## src/rtl/cftrace_pkg.sv

```systemverilog
package cftrace_pkg;

  typedef enum logic [1:0] {
    BR_COND     = 2'd0,
    BR_DIRECT   = 2'd1,
    BR_INDIRECT = 2'd2,
    BR_RETURN   = 2'd3
  } brKind_e;

  typedef enum logic [2:0] {
    PKT_NONE   = 3'd0,
    PKT_START  = 3'd1,
    PKT_STOP   = 3'd2,
    PKT_BITS   = 3'd3,
    PKT_TARGET = 3'd4,
    PKT_PAIR   = 3'd5
  } pktKind_e;

  // strobes from control to datapath, at most one emit per cycle
  typedef struct packed {
    logic emitStart;
    logic emitStop;
    logic emitBits;
    logic emitTarget;
    logic emitPair;
    logic bitPush;
  } dpCtrl_t;

endpackage

```

## src/rtl/cftrace_ctrl.sv

```systemverilog
module cftrace_ctrl
  import cftrace_pkg::*;
#(
  parameter int TNT_MAX = 6,
  parameter int CW      = $clog2(TNT_MAX + 1)
) (
  input  logic          clk,
  input  logic          rstN,
  input  logic          traceEn,
  input  logic          reducedMode,
  input  logic          evValid,
  input  logic [1:0]    evKind,
  input  logic [CW-1:0] bitCnt,
  input  logic          outBusy,
  output logic          evReady,
  output dpCtrl_t       strobes
);

  localparam logic [CW-1:0] LAST_SLOT = CW'(TNT_MAX - 1);

  logic    enState;
  logic    enNext;
  logic    canEmit;
  brKind_e kind;

  assign canEmit = !outBusy;
  assign kind    = brKind_e'(evKind);

  always_comb begin
    strobes = '0;
    evReady = 1'b0;
    enNext  = enState;
    if (traceEn && !enState) begin
      // window opens: marker first, events wait
      if (canEmit) begin
        strobes.emitStart = 1'b1;
        enNext            = 1'b1;
      end
    end else if (!traceEn && enState) begin
      // window closes: flush pending bits, then marker
      if (canEmit) begin
        if (bitCnt != '0) begin
          strobes.emitBits = 1'b1;
        end else begin
          strobes.emitStop = 1'b1;
          enNext           = 1'b0;
        end
      end
    end else if (evValid) begin
      if (!enState) begin
        evReady = 1'b1;
      end else begin
        unique case (kind)
          BR_COND: begin
            if (reducedMode) begin
              evReady = 1'b1;
            end else if (bitCnt == LAST_SLOT) begin
              if (canEmit) begin
                strobes.bitPush  = 1'b1;
                strobes.emitBits = 1'b1;
                evReady          = 1'b1;
              end
            end else begin
              strobes.bitPush = 1'b1;
              evReady         = 1'b1;
            end
          end
          BR_DIRECT: evReady = 1'b1;
          default: begin
            if (canEmit) begin
              if (bitCnt != '0) begin
                strobes.emitBits = 1'b1;
              end else begin
                evReady = 1'b1;
                if (reducedMode) strobes.emitPair   = 1'b1;
                else             strobes.emitTarget = 1'b1;
              end
            end
          end
        endcase
      end
    end
  end

  always_ff @(posedge clk) begin
    if (!rstN) enState <= 1'b0;
    else       enState <= enNext;
  end

  // an opening window is never combined with accepting an event
  a_r2_start_blocks_events: assert property (@(posedge clk) disable iff (!rstN)
    (traceEn && !enState) |-> !evReady);

  // the window only closes through an issued stop packet
  a_r3_close_via_stop: assert property (@(posedge clk) disable iff (!rstN)
    $fell(enState) |-> $past(strobes.emitStop));

endmodule

```

## src/rtl/cftrace_dp.sv

```systemverilog
module cftrace_dp
  import cftrace_pkg::*;
#(
  parameter int AW      = 32,
  parameter int TNT_MAX = 6,
  parameter int CW      = $clog2(TNT_MAX + 1),
  parameter int PW      = 2 * AW
) (
  input  logic          clk,
  input  logic          rstN,
  input  dpCtrl_t       strobes,
  input  logic          evTaken,
  input  logic [AW-1:0] evSrc,
  input  logic [AW-1:0] evDst,
  input  logic          pktReady,
  output logic [CW-1:0] bitCnt,
  output logic          outBusy,
  output logic          pktValid,
  output logic [2:0]    pktType,
  output logic [PW-1:0] pktPayload
);

  logic [TNT_MAX-1:0] bitReg;
  logic [TNT_MAX-1:0] bitsNext;
  logic [CW-1:0]      cntNext;
  logic               loadOut;
  pktKind_e           loadKind;
  logic [PW-1:0]      loadPayload;

  always_comb begin
    bitsNext = bitReg;
    for (int i = 0; i < TNT_MAX; i++) begin
      if (strobes.bitPush && (bitCnt == CW'(i))) bitsNext[i] = evTaken;
    end
    cntNext = strobes.bitPush ? bitCnt + CW'(1) : bitCnt;
  end

  always_comb begin
    loadOut     = 1'b1;
    loadKind    = PKT_NONE;
    loadPayload = '0;
    if (strobes.emitStart) begin
      loadKind = PKT_START;
    end else if (strobes.emitStop) begin
      loadKind = PKT_STOP;
    end else if (strobes.emitBits) begin
      loadKind                      = PKT_BITS;
      loadPayload[TNT_MAX-1:0]      = bitsNext;
      loadPayload[TNT_MAX +: CW]    = cntNext;
    end else if (strobes.emitTarget) begin
      loadKind           = PKT_TARGET;
      loadPayload[AW-1:0] = evDst;
    end else if (strobes.emitPair) begin
      loadKind    = PKT_PAIR;
      loadPayload = {evSrc, evDst};
    end else begin
      loadOut = 1'b0;
    end
  end

  always_ff @(posedge clk) begin
    if (!rstN) begin
      bitReg <= '0;
      bitCnt <= '0;
    end else if (strobes.emitBits) begin
      bitReg <= '0;
      bitCnt <= '0;
    end else if (strobes.bitPush) begin
      bitReg <= bitsNext;
      bitCnt <= cntNext;
    end
  end

  always_ff @(posedge clk) begin
    if (!rstN) begin
      pktValid   <= 1'b0;
      pktType    <= 3'd0;
      pktPayload <= '0;
    end else if (loadOut) begin
      pktValid   <= 1'b1;
      pktType    <= loadKind;
      pktPayload <= loadPayload;
    end else if (pktReady) begin
      pktValid <= 1'b0;
    end
  end

  assign outBusy = pktValid && !pktReady;

  // a stalled packet holds still
  a_r8_hold_on_stall: assert property (@(posedge clk) disable iff (!rstN)
    (pktValid && !pktReady) |=> (pktValid && $stable(pktType) && $stable(pktPayload)));

  // the pending group never reaches the full size without being emitted
  a_r4_group_bounded: assert property (@(posedge clk) disable iff (!rstN)
    bitCnt < CW'(TNT_MAX));

  // a bit-group packet has a count in range and no bits above it
  a_r4_group_wellformed: assert property (@(posedge clk) disable iff (!rstN)
    (pktValid && pktType == PKT_BITS) |->
      (pktPayload[TNT_MAX +: CW] != '0) &&
      (pktPayload[TNT_MAX +: CW] <= CW'(TNT_MAX)) &&
      ((pktPayload[TNT_MAX-1:0] >> pktPayload[TNT_MAX +: CW]) == '0));

endmodule

```

## src/rtl/cftrace_gen.sv

```systemverilog
module cftrace_gen
  import cftrace_pkg::*;
#(
  parameter int AW      = 32,
  parameter int TNT_MAX = 6,
  parameter int CW      = $clog2(TNT_MAX + 1),
  parameter int PW      = 2 * AW
) (
  input  logic          clk,
  input  logic          rstN,
  input  logic          traceEn,
  input  logic          reducedMode,
  input  logic          evValid,
  output logic          evReady,
  input  logic [1:0]    evKind,
  input  logic          evTaken,
  input  logic [AW-1:0] evSrc,
  input  logic [AW-1:0] evDst,
  output logic          pktValid,
  input  logic          pktReady,
  output logic [2:0]    pktType,
  output logic [PW-1:0] pktPayload
);

  dpCtrl_t       strobes;
  logic [CW-1:0] bitCnt;
  logic          outBusy;

  cftrace_ctrl #(.TNT_MAX(TNT_MAX), .CW(CW)) ctrl_i (
    .clk(clk), .rstN(rstN), .traceEn(traceEn), .reducedMode(reducedMode),
    .evValid(evValid), .evKind(evKind), .bitCnt(bitCnt), .outBusy(outBusy),
    .evReady(evReady), .strobes(strobes)
  );

  cftrace_dp #(.AW(AW), .TNT_MAX(TNT_MAX), .CW(CW), .PW(PW)) dp_i (
    .clk(clk), .rstN(rstN), .strobes(strobes), .evTaken(evTaken),
    .evSrc(evSrc), .evDst(evDst), .pktReady(pktReady), .bitCnt(bitCnt),
    .outBusy(outBusy), .pktValid(pktValid), .pktType(pktType),
    .pktPayload(pktPayload)
  );

  // reduced-format conditional branches leave the bit group untouched
  a_r7_no_bits_reduced: assert property (@(posedge clk) disable iff (!rstN)
    (evValid && evReady && evKind == 2'd0 && reducedMode) |=> (bitCnt == $past(bitCnt)));

  // direct transfers do not change the bit group
  a_r6_direct_silent: assert property (@(posedge clk) disable iff (!rstN)
    (evValid && evReady && evKind == 2'd1) |=> (bitCnt == $past(bitCnt)));

endmodule

```

## config.mk

```make
export PLATFORM = sky130hd
export DESIGN_NAME = cftrace_gen
export DESIGN_NICKNAME = d
export VERILOG_FILES = /design/src/rtl/cftrace_pkg.sv /design/src/rtl/cftrace_ctrl.sv /design/src/rtl/cftrace_dp.sv /design/src/rtl/cftrace_gen.sv
export SDC_FILE = /design/constraint.sdc
export NUM_CORES = 1
export LEC_CHECK = 0
export BUFFER_PORTS_ARGS = -buffer_cell sky130_fd_sc_hd__buf_2
export CORE_ASPECT_RATIO = 1.2
export CORE_MARGIN = 4
export CORE_UTILIZATION = 40
export CTS_BUF_LIST = sky130_fd_sc_hd__clkbuf_16
export DETAILED_ROUTE_END_ITERATION = 12
export MAX_ROUTING_LAYER = met4
export PLACE_DENSITY = 0.7
export SYNTH_ARGS = -nofsm -noshare
export SYNTH_HDL_FRONTEND = slang
export SYNTH_SLANG_ARGS = --single-unit
```

## constraint.sdc

```tcl
create_clock -name clk -period 2.49 [get_ports clk]
set_input_delay 0.249 -clock clk [delete_from_list [all_inputs] [get_ports clk]]
set_output_delay 0.249 -clock clk [all_outputs]
set_load 0.01 [all_outputs]
```

======== Word level (Yosys, flattened, before mapping) ========
Cells that the tools add are included.
operators by class
  multiplexer cells ....................... 60
  order comparisons ....................... 0
  add/sub/neg operators ................... 1
  shift operators ......................... 0
  bitwise operators ....................... 2
  div/mod/pow operators ................... 0
  $mul .................................... 0
  reduce and logical (&&, ||, !) cells .... 20
  equality and inequality tests ........... 7
operator list
  kind                                                                     count
  64-bit 2-to-1 mux                                                        3
  32-bit 2-to-1 mux                                                        2
  55-bit 2-to-1 mux                                                        1
  1-bit 2-to-1 mux                                                         37
  3-bit 2-to-1 mux                                                         8
  1-bit logical AND                                                        9
  9-bit 2-to-1 mux                                                         1
  4-bit 2-to-1 mux                                                         2
  3-bit by 2-bit equality test with 1-bit output, second input constant    2
  3-bit equality test, second input constant                               2
  2-bit 2-to-1 mux                                                         3
  5-bit 2-to-1 mux                                                         1
  1-bit one-hot mux with 2 select lines                                    2
  2-bit nonzero test                                                       2
  2-bit OR reduction                                                       2
  3-bit by 1-bit adder with 3-bit output, second input constant            1
  3-bit by 1-bit equality test with 1-bit output, second input constant    1
  1-bit logical NOT                                                        3
  3-bit logical NOT                                                        1
  3-bit AND reduction                                                      1
  3-bit nonzero test                                                       1
  2-bit by 1-bit equality test with 1-bit output, second input constant    1
  2-bit logical NOT                                                        1
  2-bit by 1-bit inequality test with 1-bit output, second input constant  1
  1-bit NOT                                                                2
word-level totals
  bits of input ports ..................... 73
  memories ................................ 0
  register bits after elaboration ......... 78
  bits in latches ......................... 0
  bits in writable memories ............... 0
  output and inout bits ................... 69
  word-level logic and storage cells ...... 96
  memory bits (read-only) ................. 0

======== Depth between registers and ports, before layout ========
  depth in word-level cells ............... 16
  mapped depth ............................ 11
  gate-level depth less buffers ........... 7

======== Modules after synthesis ========
Synthesis repeated with hierarchy kept, for this count alone.
unflattened totals
  cells, all modules ...................... 375
  area total of the unflattened synthesis .. 3592.2 µm²
by module, submodules not included
  module        instances  area each (µm²)  sequential area each (µm²)  cells an instance
  cftrace_dp    1          3319.4           1541.5                      342
  cftrace_ctrl  1          272.8            20.0                        33

======== Worst setup path before layout ========
OpenSTA, ideal clock, no wires.
  path type ............................... reg-to-reg
  start ................................... register ctrl_i.enState
  end ..................................... register dp_i.pktPayload[6]
  cell stages (with the launch flop) ...... 11
  data arrival time ....................... 1890 ps
  slack ................................... 485 ps
  required time ........................... 2375 ps
  period minus slack after synthesis ...... 2005 ps
  buffers on the path ..................... 3
  cell sequence ........................... dfxtp_1 -> inv_1 -> ha_1 -> buf_4 -> and4bb_1 -> and4_1 -> buf_4 -> a21oi_4 -> buf_6 -> a32o_1 -> o21a_1
between the ends
  cells in the longest elaborated chain, start to end .. 9
  elaborated cells between the ends (all ways) .. 21
  those cells by class .................... 18 x mux; 3 x reduce/logical
RTL lines
  what                                                   line                RTL
  start, declared                                        cftrace_ctrl.sv:21  logic enState;
  start signal, assigned                                 cftrace_ctrl.sv:87  else enState <= enNext;
  4-bit 2-to-1 mux                                       cftrace_ctrl.sv:50  if (!enState) begin
  4-bit 2-to-1 mux                                       cftrace_ctrl.sv:49  end else if (evValid) begin
  3-bit 2-to-1 mux                                       cftrace_ctrl.sv:39  end else if (!traceEn && enState) begin
  5-bit 2-to-1 mux                                       cftrace_ctrl.sv:33  if (traceEn && !enState) begin
  64-bit 2-to-1 mux or 1-bit 2-to-1 mux (tied branches)  cftrace_dp.sv:53    end else if (strobes.emitPair) begin
  32-bit 2-to-1 mux or 1-bit 2-to-1 mux (tied branches)  cftrace_dp.sv:50    end else if (strobes.emitTarget) begin
  9-bit 2-to-1 mux or 1-bit 2-to-1 mux (tied branches)   cftrace_dp.sv:46    end else if (strobes.emitBits) begin
  64-bit 2-to-1 mux or 1-bit 2-to-1 mux (tied branches)  cftrace_dp.sv:44    end else if (strobes.emitStop) begin
  64-bit 2-to-1 mux or 1-bit 2-to-1 mux (tied branches)  cftrace_dp.sv:42    if (strobes.emitStart) begin
  end signal, assigned                                   cftrace_dp.sv:82    pktPayload <= loadPayload;
  end, declared                                          cftrace_dp.sv:20    output logic [PW-1:0] pktPayload
Parallel ways exist; a longest one is shown, timed or not.
A chain may end at the register's enable or synchronous reset.

======== Final worst setup path ========
  start ................................... register ctrl_i.enState
  end ..................................... register dp_i.pktPayload[42]
between the ends
  cells in the longest elaborated chain, start to end .. 9
  elaborated cells between the ends (all ways) .. 20
  those cells by class .................... 17 x mux; 3 x reduce/logical
RTL lines
  what                                                   line
  4-bit 2-to-1 mux                                       cftrace_ctrl.sv:50
  4-bit 2-to-1 mux                                       cftrace_ctrl.sv:49
  3-bit 2-to-1 mux                                       cftrace_ctrl.sv:39
  5-bit 2-to-1 mux                                       cftrace_ctrl.sv:33
  64-bit 2-to-1 mux or 1-bit 2-to-1 mux (tied branches)  cftrace_dp.sv:53
  32-bit 2-to-1 mux or 1-bit 2-to-1 mux (tied branches)  cftrace_dp.sv:50
  55-bit 2-to-1 mux or 1-bit 2-to-1 mux (tied branches)  cftrace_dp.sv:46
  64-bit 2-to-1 mux or 1-bit 2-to-1 mux (tied branches)  cftrace_dp.sv:44
  64-bit 2-to-1 mux or 1-bit 2-to-1 mux (tied branches)  cftrace_dp.sv:42
Parallel ways exist; a longest one is shown, timed or not.

==> impl_metrics.tcl <==
set metrics [dict create \
    status "completed" \
    r2r_end "dp_i.pktPayload[42]$_SDFFE_PN0P_" \
    power_density_nw_per_um2 654 \
    skew_ps 3.36 \
    pin_count 142 \
    fp.coreArea_um2 7710 \
    antenna_found_initial 0 \
    worstSetupPathType "reg2reg" \
    finalNetCount 540 \
    dieArea_um2 9420 \
    initial_core_util 0.412 \
    start_kind "register" \
    drt-vias-per-instance 5.54 \
    routed-via-count 3083 \
    drive_above_1_share 0.379 \
    min_period_over_period 0.916 \
    synth_edf_count 0 \
    grt_setup_unrepaired "no" \
    max_freq_mhz 439 \
    power.leakage_uw 0.00195 \
    grt_max_degree 56 \
    grt_overflow 0 \
    yosys_warnings 0 \
    slew_viol_final 0 \
    drc 0 \
    cts_setup_buffers 0 \
    fin_util 0.549 \
    postSynthCellCount 330 \
    cts_tree "done" \
    multi_input_comb_area_um2 1420 \
    critPathLaunch "ctrl_i.enState$_SDFFE_PN0P_" \
    final_cell_area_um2 4230 \
    worst_setup_path_end_kind "register" \
    maxCapViolCount 0 \
    required_ps 2750 \
    regArea_um2 1560 \
    dp_hpwl_mm 6.23 \
    areaGrowthSynthToFinish_pct 33.3 \
    cts_buffers 9 \
    synth_fp_nets 410 \
    seq_area_frac_synth 0.492 \
    rr_worst_depth 8 \
    post_drt_wl_per_cell_um 15.8 \
    insertedDiodeCount 0 \
    crit_end "dp_i.pktPayload[42]$_SDFFE_PN0P_" \
    cts_resized 0 \
    htreeDepth 3 \
    setup_viol 0 \
    clk_pin_slew_worst_paths_ps 60 \
    place.gp.congestion 0.838 \
    die_h_um 106 \
    grt_pass1_wl_mm 13.8 \
    yosysUniqueCellTypes 40 \
    path_max_fanout 32 \
    r2r_start "ctrl_i.enState$_SDFFE_PN0P_" \
    hp-class "in2reg" \
    slew_headroom 0.521 \
    grt_use_total 0.189 \
    finalSetupTns_ps 0 \
    drt_iter0_markers 162 \
    hold_viol 0 \
    worst_pin_slew_ps 718 \
    root_buffer "clkbuf_16" \
    clock_latency_ps 330 \
    synth_ff_type "dfxtp_1" \
    ctsHoldBuffers 0 \
    row_count 35 \
    async_flop_share 0 \
    grt_pass1_vias 2895 \
    die_w_um 89.3 \
    ant_nets 0 \
    clock-sinks 78 \
    whs_ps 139 \
    arrival_ps 2540 \
    ir_worst_vdd_v 0.000406 \
    portBuffers 141 \
    ff2ff_setup_slack_ps 210 \
    fin_crit_ps 2280 \
    syn_avg_cell_area_um2 9.61 \
    cts_buffer_depth 2 \
    hold_start "evDst[21]" \
    n_fill_cell 697 \
    dr.pass1.iters 4 \
    routed_wirelength_mm 8.79 \
    ys_ff_latch 78 \
    placed_area_um2 3940 \
    syn-cell-area_um2 3170 \
]
## per-stage QoR
| step | instances | setup WS [ps] | power (uW) |
|---|---|---|---|
| after floorplan | 330 | 485 | 1420 |
| after global placement | 541 | 343 | 1530 |
| after detailed placement | 541 | 234 | 1530 |
| after CTS | 556 | 213 | 2800 |
| after global routing | 556 | 0.192 | 2870 |
| final | 556 | 210 | 2770 |
## synthesized netlist by cell type, types with 2 or more instances
master     instances  share of area
a21oi_1            6         0.0095
a2bb2oi_1          2         0.0055
a31oi_1            8          0.016
a32oi_1           55           0.15
and2_1             3         0.0059
and3_1             2         0.0039
buf_2              9          0.014
buf_4              2         0.0047
buf_6              6          0.021
clkbuf_1          14          0.017
dfxtp_1           78           0.49
ha_1               7          0.028
inv_1              6         0.0071
mux2i_1            7          0.022
nand2_1           11          0.013
nand2b_1           2         0.0039
nand3_1           10          0.016
nand4_1            6          0.012
nor2_1            70          0.083
or2_2              6          0.012
## cell usage in the layout (no fill, tap or decap), types with 2 or more instances in the layout
cell	count
a21oi_1	6
a21oi_4	2
a2bb2oi_1	2
a31oi_1	8
a32oi_1	55
and2_1	3
and3_1	2
buf_12	4
buf_2	141
buf_4	5
clkbuf_16	9
clkinvlp_4	3
dfxtp_1	78
ha_1	7
inv_1	6
mux2i_1	7
nand2_1	11
nand2b_1	2
nand3_1	10
nand4_1	6
nor2_1	70
or2_2	6
## routing by layer
layer / GRT usage / up-vias / share of wire
li1: - / 1484 / -
met1: 0.234 / 1472 / 0.41
met2: 0.300 / 110 / 0.50
met3: 0.0438 / 17 / 0.068
met4: 0.0638 / 0 / 0.023
met5: - / - / 0
## logic make-up (layout without fill, tap and decap cells)
family          count (synthesis)  in the layout  share of synthesized area
compound gates                 82             82                      0.216
simple gates                  118            118                      0.175
buf+inv                        37            171                     0.0639
flops                          78             78                      0.492
mux                             7              7                     0.0221
fa+ha+maj                       7              7                     0.0276
xor+xnor                        1              1                    0.00276
## registers in the layout (all words and copies together) (netlist names)
signal,cells
dp_i.pktType,3
dp_i.bitCnt,3
dp_i.bitReg,6
dp_i.pktPayload,64
ctrl_i.enState,1
dp_i.pktValid,1
## worst max-delay path, stage by stage, from the launching register on
cell and delay (ps):
dfxtp_1 400, inv_1 70, ha_1 330, and4bb_1 330
and4_1 360, and2_1 170, buf_4 310, a32oi_1 110
nor2_1 120
## power by group
part	leakage (uW)	switching, uW	total [uW]	internal, uW
registers	0.000629	8.65	1270	1260
clock network	0.000135	494	1260	768
logic	0.00118	142	235	92.4
## cell type report
| cell class | count | area share |
|---|---|---|
| inverter | 6 | 0.00533 |
| tap | 92 | 0.0272 |
| clock inverter | 6 | 0.0154 |
| sequential | 78 | 0.369 |
| multi-input combinational | 215 | 0.335 |
| timing repair buffer | 150 | 0.195 |
| clock buffer | 9 | 0.0533 |
## how the worst min path moves through the flow
stage                                                   to  cells after the start
after detailed placement   dp_i.pktPayload[8]$_SDFFE_PN0P_                      2
final                     dp_i.pktPayload[21]$_SDFFE_PN0P_                      3
after CTS                 dp_i.pktPayload[26]$_SDFFE_PN0P_                      3
after global placement     dp_i.pktPayload[8]$_SDFFE_PN0P_                      2
after global routing      dp_i.pktPayload[14]$_SDFFE_PN0P_                      3
after floorplan            dp_i.pktPayload[6]$_SDFFE_PN0P_                      1
Power figures use the tool's default switching activity.
